## config.mk

```make
export PLATFORM = sky130hd
export DESIGN_NAME = cbo_perm_gate
export DESIGN_NICKNAME = d
export VERILOG_FILES = /design/src/rtl/cbo_perm_pkg.sv /design/src/rtl/cbo_block_align.sv /design/src/rtl/cbo_enable_select.sv /design/src/rtl/cbo_trap_arbiter.sv /design/src/rtl/cbo_perm_gate.sv
export SDC_FILE = /design/constraint.sdc
export NUM_CORES = 1
export LEC_CHECK = 0
export BUFFER_PORTS_ARGS = -buffer_cell sky130_fd_sc_hd__buf_2
export CORE_ASPECT_RATIO = 0.9
export CORE_MARGIN = 8
export CORE_UTILIZATION = 50
export CTS_CLUSTER_DIAMETER = 100
export CTS_CLUSTER_SIZE = 12
export DETAILED_ROUTE_END_ITERATION = 7
export PLACE_DENSITY = 0.92
export SYNTH_ARGS = -nofsm -noshare
export SYNTH_HDL_FRONTEND = slang
export SYNTH_HIERARCHICAL = 1
export SYNTH_SLANG_ARGS = --single-unit
```

## constraint.sdc

```tcl
create_clock -name clk -period 1.47 [get_ports clk]
set_input_delay 0.0735 -clock clk [delete_from_list [all_inputs] [get_ports clk]]
set_output_delay 0.0735 -clock clk [all_outputs]
set_load 0.02 [all_outputs]
```

## src/rtl/cbo_perm_pkg.sv

```systemverilog
package cbo_perm_pkg;

  localparam int N_OPS   = 3;
  localparam int CAUSE_W = 5;

  localparam logic [CAUSE_W-1:0] CAUSE_NONE    = 5'd0;
  localparam logic [CAUSE_W-1:0] CAUSE_ILLEGAL = 5'd2;
  localparam logic [CAUSE_W-1:0] CAUSE_VIRT    = 5'd22;

  typedef enum logic [1:0] {
    PRIV_USER  = 2'd0,
    PRIV_SUPER = 2'd1,
    PRIV_RSVD  = 2'd2,
    PRIV_MACH  = 2'd3
  } priv_e;

  typedef enum logic [1:0] {
    VERDICT_OK      = 2'd0,
    VERDICT_ILLEGAL = 2'd1,
    VERDICT_VIRT    = 2'd2
  } verdict_e;

endpackage

```

## src/rtl/cbo_block_align.sv

```systemverilog
module cbo_block_align #(
  parameter int ADDR_W      = 32,
  parameter int BLOCK_BYTES = 64
) (
  input  logic [ADDR_W-1:0] addr_i,
  output logic [ADDR_W-1:0] addr_o
);

  localparam int OFF_W = $clog2(BLOCK_BYTES);

  generate
    if (OFF_W == 0) begin : g_byte_block
      assign addr_o = addr_i;
    end else begin : g_mask_block
      assign addr_o = {addr_i[ADDR_W-1:OFF_W], {OFF_W{1'b0}}};
    end
  endgenerate

endmodule

```

## src/rtl/cbo_enable_select.sv

```systemverilog
module cbo_enable_select
  import cbo_perm_pkg::*;
(
  input  logic [1:0]       op_i,
  input  logic [N_OPS-1:0] m_en_i,
  input  logic [N_OPS-1:0] h_en_i,
  input  logic [N_OPS-1:0] s_en_i,
  output logic             m_bit_o,
  output logic             h_bit_o,
  output logic             s_bit_o,
  output logic             op_known_o
);

  logic [N_OPS-1:0] op_hit;

  genvar gi;
  generate
    for (gi = 0; gi < N_OPS; gi++) begin : g_decode
      assign op_hit[gi] = (op_i == gi[1:0]);
    end
  endgenerate

  assign op_known_o = |op_hit;
  assign m_bit_o    = |(m_en_i & op_hit);
  assign h_bit_o    = |(h_en_i & op_hit);
  assign s_bit_o    = |(s_en_i & op_hit);

endmodule

```

## src/rtl/cbo_trap_arbiter.sv

```systemverilog
module cbo_trap_arbiter
  import cbo_perm_pkg::*;
(
  input  logic [1:0] priv_i,
  input  logic       virt_i,
  input  logic       op_known_i,
  input  logic       m_bit_i,
  input  logic       h_bit_i,
  input  logic       s_bit_i,
  output verdict_e   verdict_o
);

  logic below_mach;
  logic at_or_below_super;
  logic below_super;
  logic mach_block;
  logic virt_block;
  logic super_block;

  always_comb begin
    below_mach        = (priv_i != PRIV_MACH);
    at_or_below_super = (priv_i <= PRIV_SUPER);
    below_super       = (priv_i == PRIV_USER);

    mach_block  = below_mach && !m_bit_i;
    virt_block  = virt_i && ((at_or_below_super && !h_bit_i) ||
                             (below_super && !s_bit_i));
    super_block = below_super && !s_bit_i;

    // Fixed order: undefined op, machine, virtualized, supervisor.
    if (!op_known_i) begin
      verdict_o = VERDICT_ILLEGAL;
    end else if (mach_block) begin
      verdict_o = VERDICT_ILLEGAL;
    end else if (virt_block) begin
      verdict_o = VERDICT_VIRT;
    end else if (super_block) begin
      verdict_o = VERDICT_ILLEGAL;
    end else begin
      verdict_o = VERDICT_OK;
    end
  end

endmodule

```

## src/rtl/cbo_perm_gate.sv

```systemverilog
module cbo_perm_gate
  import cbo_perm_pkg::*;
#(
  parameter int ADDR_W      = 32,
  parameter int BLOCK_BYTES = 64
) (
  input  logic              clk,
  input  logic              rst_n,
  input  logic              req_valid,
  input  logic [1:0]        priv,
  input  logic              virt_on,
  input  logic [1:0]        op,
  input  logic [2:0]        m_en,
  input  logic [2:0]        h_en,
  input  logic [2:0]        s_en,
  input  logic [ADDR_W-1:0] addr,
  output logic              rsp_valid,
  output logic              allowed,
  output logic              exc_valid,
  output logic [4:0]        exc_cause,
  output logic [ADDR_W-1:0] aligned_addr
);

  logic              m_bit;
  logic              h_bit;
  logic              s_bit;
  logic              op_known;
  verdict_e          verdict;
  logic [ADDR_W-1:0] addr_blk;

  logic               allowed_d;
  logic               exc_valid_d;
  logic [CAUSE_W-1:0] cause_d;
  logic               load_en;

  logic               rsp_valid_q;
  logic               allowed_q;
  logic               exc_valid_q;
  logic [CAUSE_W-1:0] cause_q;
  logic [ADDR_W-1:0]  addr_q;

  cbo_enable_select u_sel (
    .op_i       (op),
    .m_en_i     (m_en),
    .h_en_i     (h_en),
    .s_en_i     (s_en),
    .m_bit_o    (m_bit),
    .h_bit_o    (h_bit),
    .s_bit_o    (s_bit),
    .op_known_o (op_known)
  );

  cbo_trap_arbiter u_arb (
    .priv_i     (priv),
    .virt_i     (virt_on),
    .op_known_i (op_known),
    .m_bit_i    (m_bit),
    .h_bit_i    (h_bit),
    .s_bit_i    (s_bit),
    .verdict_o  (verdict)
  );

  cbo_block_align #(
    .ADDR_W      (ADDR_W),
    .BLOCK_BYTES (BLOCK_BYTES)
  ) u_align (
    .addr_i (addr),
    .addr_o (addr_blk)
  );

  always_comb begin
    load_en     = req_valid;
    allowed_d   = 1'b0;
    exc_valid_d = 1'b0;
    cause_d     = CAUSE_NONE;
    unique case (verdict)
      VERDICT_OK:      allowed_d = 1'b1;
      VERDICT_ILLEGAL: begin exc_valid_d = 1'b1; cause_d = CAUSE_ILLEGAL; end
      VERDICT_VIRT:    begin exc_valid_d = 1'b1; cause_d = CAUSE_VIRT;    end
      default:         begin exc_valid_d = 1'b1; cause_d = CAUSE_ILLEGAL; end
    endcase
  end

  always_ff @(posedge clk or negedge rst_n) begin
    if (!rst_n) begin
      rsp_valid_q <= 1'b0;
      allowed_q   <= 1'b0;
      exc_valid_q <= 1'b0;
      cause_q     <= CAUSE_NONE;
      addr_q      <= '0;
    end else begin
      rsp_valid_q <= req_valid;
      if (load_en) begin
        allowed_q   <= allowed_d;
        exc_valid_q <= exc_valid_d;
        cause_q     <= cause_d;
        addr_q      <= addr_blk;
      end
    end
  end

  assign rsp_valid    = rsp_valid_q;
  assign allowed      = allowed_q;
  assign exc_valid    = exc_valid_q;
  assign exc_cause    = cause_q;
  assign aligned_addr = addr_q;

endmodule

```

Yosys cells after proc, flatten, opt, wreduce, memory -nomap -nowiden
Index checks and enable logic that the tools add are counted.

Mux-type cells: 7. Magnitude comparators: 1. Equality and inequality tests: 4. Reduce and logical (&&, ||, !) cells: 15. Bitwise logic cells: 3.

Operators by type and width (count): 3-bit OR reduction (4); 5-bit case mux with 2 select lines (1); 3-bit AND (3); 2-bit zero test (3); 2-bit two-way mux (3); 2-bit == test (second input constant) (2); 1-bit logical AND (4); 1-bit zero test (3); 1-bit two-way mux (3); 2-bit by 1-bit == test with 1-bit output (second input constant) (1); 2-bit by 1-bit <= comparator with 1-bit output (second input constant) (1); 2-bit != test (second input constant) (1); 1-bit logical OR (1).

Logic and storage cells: 35. Bits in registers: 34. Input port bits: 49.

Logic depth before layout (Yosys ltp)
Word-level depth: 12. Gate-level depth with buffers: 7.

By module
The synthesis kept the hierarchy.

Modules (own cells, without submodules): cbo_perm_gate (cells each 84, times used 1, seq. area each 900.9 um^2, area an instance 1495.2 um^2); cbo_block_align (cells each 33, times used 1, seq. area each 0.0 um^2, area an instance 244.0 um^2); cbo_enable_select (cells each 9, times used 1, seq. area each 0.0 um^2, area an instance 71.3 um^2); cbo_trap_arbiter (cells each 5, times used 1, seq. area each 0.0 um^2, area an instance 37.5 um^2).

Worst setup path before layout
OpenSTA, ideal clock, no wires.

Path type: input to register. Start point: in op[0]. End point: reg allowed_q (netlist: allowed). Data arrival time: 1.210 ns. Stages on the path: 7. Path slack: 0.136 ns. Buffers on the path: 1. Cells stage by stage: clkbuf_2 -> mux2i_1 -> o2bb2ai_1 -> o31a_1 -> o221ai_1 -> nor2_1 -> mux2_2.

Word-level cells in the longest chain between the ends: 12.

RTL lines: from (decl) (RTL line cbo_perm_gate.sv:12) `input logic [1:0] op,`; 2-bit by 1-bit == test with 1-bit output (tied with other cells) (RTL line cbo_enable_select.sv:19) `assign op_hit[gi] = (op_i == gi[1:0]);`; 3-bit AND (*) (RTL line cbo_enable_select.sv:26) `assign s_bit_o = |(s_en_i & op_hit);`; 3-bit OR reduction (*) (RTL line cbo_enable_select.sv:26); via s_bit (RTL line cbo_perm_gate.sv:26) `logic s_bit;`; 1-bit zero test (*) (RTL line cbo_trap_arbiter.sv:27, cbo_trap_arbiter.sv:28); 1-bit logical AND (*) (RTL line cbo_trap_arbiter.sv:27, cbo_trap_arbiter.sv:28); 1-bit logical OR (RTL line cbo_trap_arbiter.sv:26) `virt_block = virt_i && ((at_or_below_super && !h_bit_i) ||`; 1-bit logical AND (RTL line cbo_trap_arbiter.sv:26); 2-bit two-way mux (*) (RTL line cbo_trap_arbiter.sv:35) `end else if (virt_block) begin`; 2-bit two-way mux (*) (RTL line cbo_trap_arbiter.sv:33) `end else if (mach_block) begin`; 2-bit two-way mux (*) (RTL line cbo_trap_arbiter.sv:31) `if (!op_known_i) begin`; via verdict[0] (RTL line cbo_perm_gate.sv:28) `verdict_e verdict;`; 2-bit zero test (*) (RTL line cbo_perm_gate.sv:76) `unique case (verdict)`; 1-bit two-way mux (*) (RTL line cbo_perm_gate.sv:76); to (signal assigned) (RTL line cbo_perm_gate.sv:94) `allowed_q <= allowed_d;`; to (decl) (RTL line cbo_perm_gate.sv:37) `logic allowed_q;`.

Mark *: on every way through the listed nets, which the timed path passes. The rest lies on a longest branch. A chain may end at the register's enable or synchronous reset.

Worst setup path after layout
Same ends and word-level chain as after synthesis.

==> run metrics <==
status=finished clean; r2r worst-path depth=1; GPL Wtd Cong=0.7539; total number of vias=1088; area share of the largest cell type after synthesis=0.4875; Post-synth top cells=36 x buf_4, 36 x dfrtp_1, 26 x mux2_4, 7 x mux2_2; Yosys top cell by area=dfrtp_1; max cap viols=0; Clock transition at path regs=0.07 ns; fillcell total=310; num rows=21; Num CTS Buffers=5; unrepaired setup endpoints after global routing=false; gr ovfl total=0; DRC viols=0; worst vdd ir=0.7304 mV; Final min period=1.163 ns; htree depth=2; critical setup path kind=in -> reg; FF-to-FF End=aligned_addr[14]; clock tree buffer depth=2; first-pass GRT wire length=5802 µm; Syn Area/Cell=14.11 µm²; Chip Width=80.09 µm; Pre-Repair DR Iteration Count=3; ratio of cells with drive above 1 in the final layout=0.6524; Critical R2R Launch=aligned_addr[14]; CTS Root Cell=clkbuf_8; xor/xnor share of the synthesized area=0; Power Total=2.501 mW; portion of netlist area occupied by mux cells=0.2701; ant diodes=0; DR iter-0 viols=28; sequential fraction of the synthesis area=0.4875; total negative slack=0 ns; Layout Skew=0 ns; vias per cell=4.670; HP Start=addr[7]; Layout Nets=235; Setup-failing EPs final=0; Critical Path AT=1.32 ns; cell area after synthesis=0.001848 mm²; vias in the first global route=1207; PwrDens=1171 mW/mm²; initial core utilization=0.5097; ys flop type=dfrtp_1; Worst Hold Class=in -> reg; Port Buffer Count=80; Synth-to-Final Area Change=15.57%; CP Data Required Time=1.63 ns; largest family of logic cells by synthesized area=multiplexers; largest cells by area after synthesis=dfrtp_1 49%, mux2_4 21%, buf_4 15%, mux2_2 4.3%, buf_12 2.2%; Post-synth EDFFs=0; I/O pins=89; YS warnings=6; Final Util=0.5890; count of state elements after synthesis=36; Core Region=0.003626 mm²; HPWL Detailed=2820 µm; Adder-Cell Fraction of Synth Area=0; Hold Vio Cnt, Final=0; crit path launch type=input port; R2R Setup Slk=0.68 ns; Post-CTS Resized=0; CP Capture Type=register; Fmax=859.8 MHz; post-synthesis compound-gate area fraction=0.03318; final WL=3648 µm; leakage power=1.127 nW; Slew Limit Fails=0; Synth cell types=21; Die Footprint=0.005900 mm²; All-Layer GR Usage=0.1269; Post-Synth Simple-Gate Area=0.02031; hold path depth=2; critical-path maximum fanout=5; asr flop ratio synth=1.000; Hold EP=aligned_addr[7]; Tcrit/Tclk final=0.7912; Wirelength per Cell=15.66 µm; Synth Instances=131; CTS tree=done; die height=73.68 µm; DRT antenna net count=0; initial antenna violation count=0; largest net degree at the start of global routing=39; Skew-Pair Late Insertion Delay=0.27 ns; CTS sink count=36
[repair_timing]
action | 4_1_cts | 5_1_grt
endpoints found under the hold margin | 36 | 0
hold buffers | 1 | 0
buffers inserted | 0 | 0
[worst max-delay path: stages]
cell and delay, ns:
buf_2 0.14, mux2i_1 0.20, o2bb2ai_1 0.10, o31a_1 0.25, o221ai_1 0.20, nor2_1 0.09, mux2_2 0.27
[area by class of cell]
class                   instances  area, µm²  share of cell area
flip-flops and latches         36      900.9              0.4218
multi-input cells              59      628.1              0.2941
repair buffers                 83      437.9              0.2050
clock buffers                   6      72.57             0.03398
well taps                      46      57.56             0.02695
clock inverters                 2      35.03             0.01640
inverters                       1      3.754            0.001757
[cell families after synthesis]
| logic type | count (synthesis) |
|---|---|
| multiplexers | 36 |
| other | 2 |
| flip-flops | 36 |
| AND/OR/NAND/NOR | 7 |
| AO/OA/AOI/OAI | 8 |
| buffers and inverters | 42 |
[worst max path at each step]
stage | start | to | slack, ns | cells past startpoint
5_1_grt | op[0] | allowed | 0.26 | 7
6_report | op[0] | allowed | 0.31 | 7
3_3_place_gp | op[0] | allowed | 0.1 | 7
4_1_cts | op[0] | allowed | 0.33 | 7
3_5_place_dp | op[0] | allowed | 0.03 | 7
2_1_floorplan | op[0] | allowed | 0.14 | 7
[through the flow]
stage / instance area [µm²] / hold slack, ns / setup slack, ns / instances
after detailed placement: 2018 / 0.1345 / 0.03415 / 224
after global placement: 2018 / 0.1316 / 0.09504 / 224
after global routing: 2136 / 0.006296 / 0.2552 / 233
final: 2136 / 0.02179 / 0.3069 / 233
after CTS: 2136 / 0.01461 / 0.3284 / 233
after floorplan: 1871 / -0.2221 / 0.1358 / 137
[power breakdown]
part / internal, mW / switching [mW]
Combinational: 0.255 / 0.284
Clock: 0.503 / 0.316
Sequential: 1.09 / 0.0541
Total: 1.85 / 0.654
[flip-flops by register name (all words and copies together) (netlist names)]
register and cells:
exc_cause 2, rsp_valid 1, aligned_addr 32, allowed 1
[routing by layer]
metal  share of wire  global-route usage  routed length, µm  vias up
li1                -                   -                  -      507
met4           0.012             0.04839                 42        0
met2            0.52              0.2135               1891       43
met5               0                   0                  0        -
met1            0.38              0.1412               1386      536
met3           0.090             0.04890                328        2
[layout by cell type (no fill, tap or decap), types with 3 or more instances in the layout]
cell / instances
nor2_1: 3
clkbuf_8: 5
mux2_4: 26
o2bb2ai_1: 3
buf_2: 80
mux2_2: 7
dfrtp_1: 36
mux2i_1: 3
conb_1: 8
Note: power is estimated with default switching activity, not from simulation.
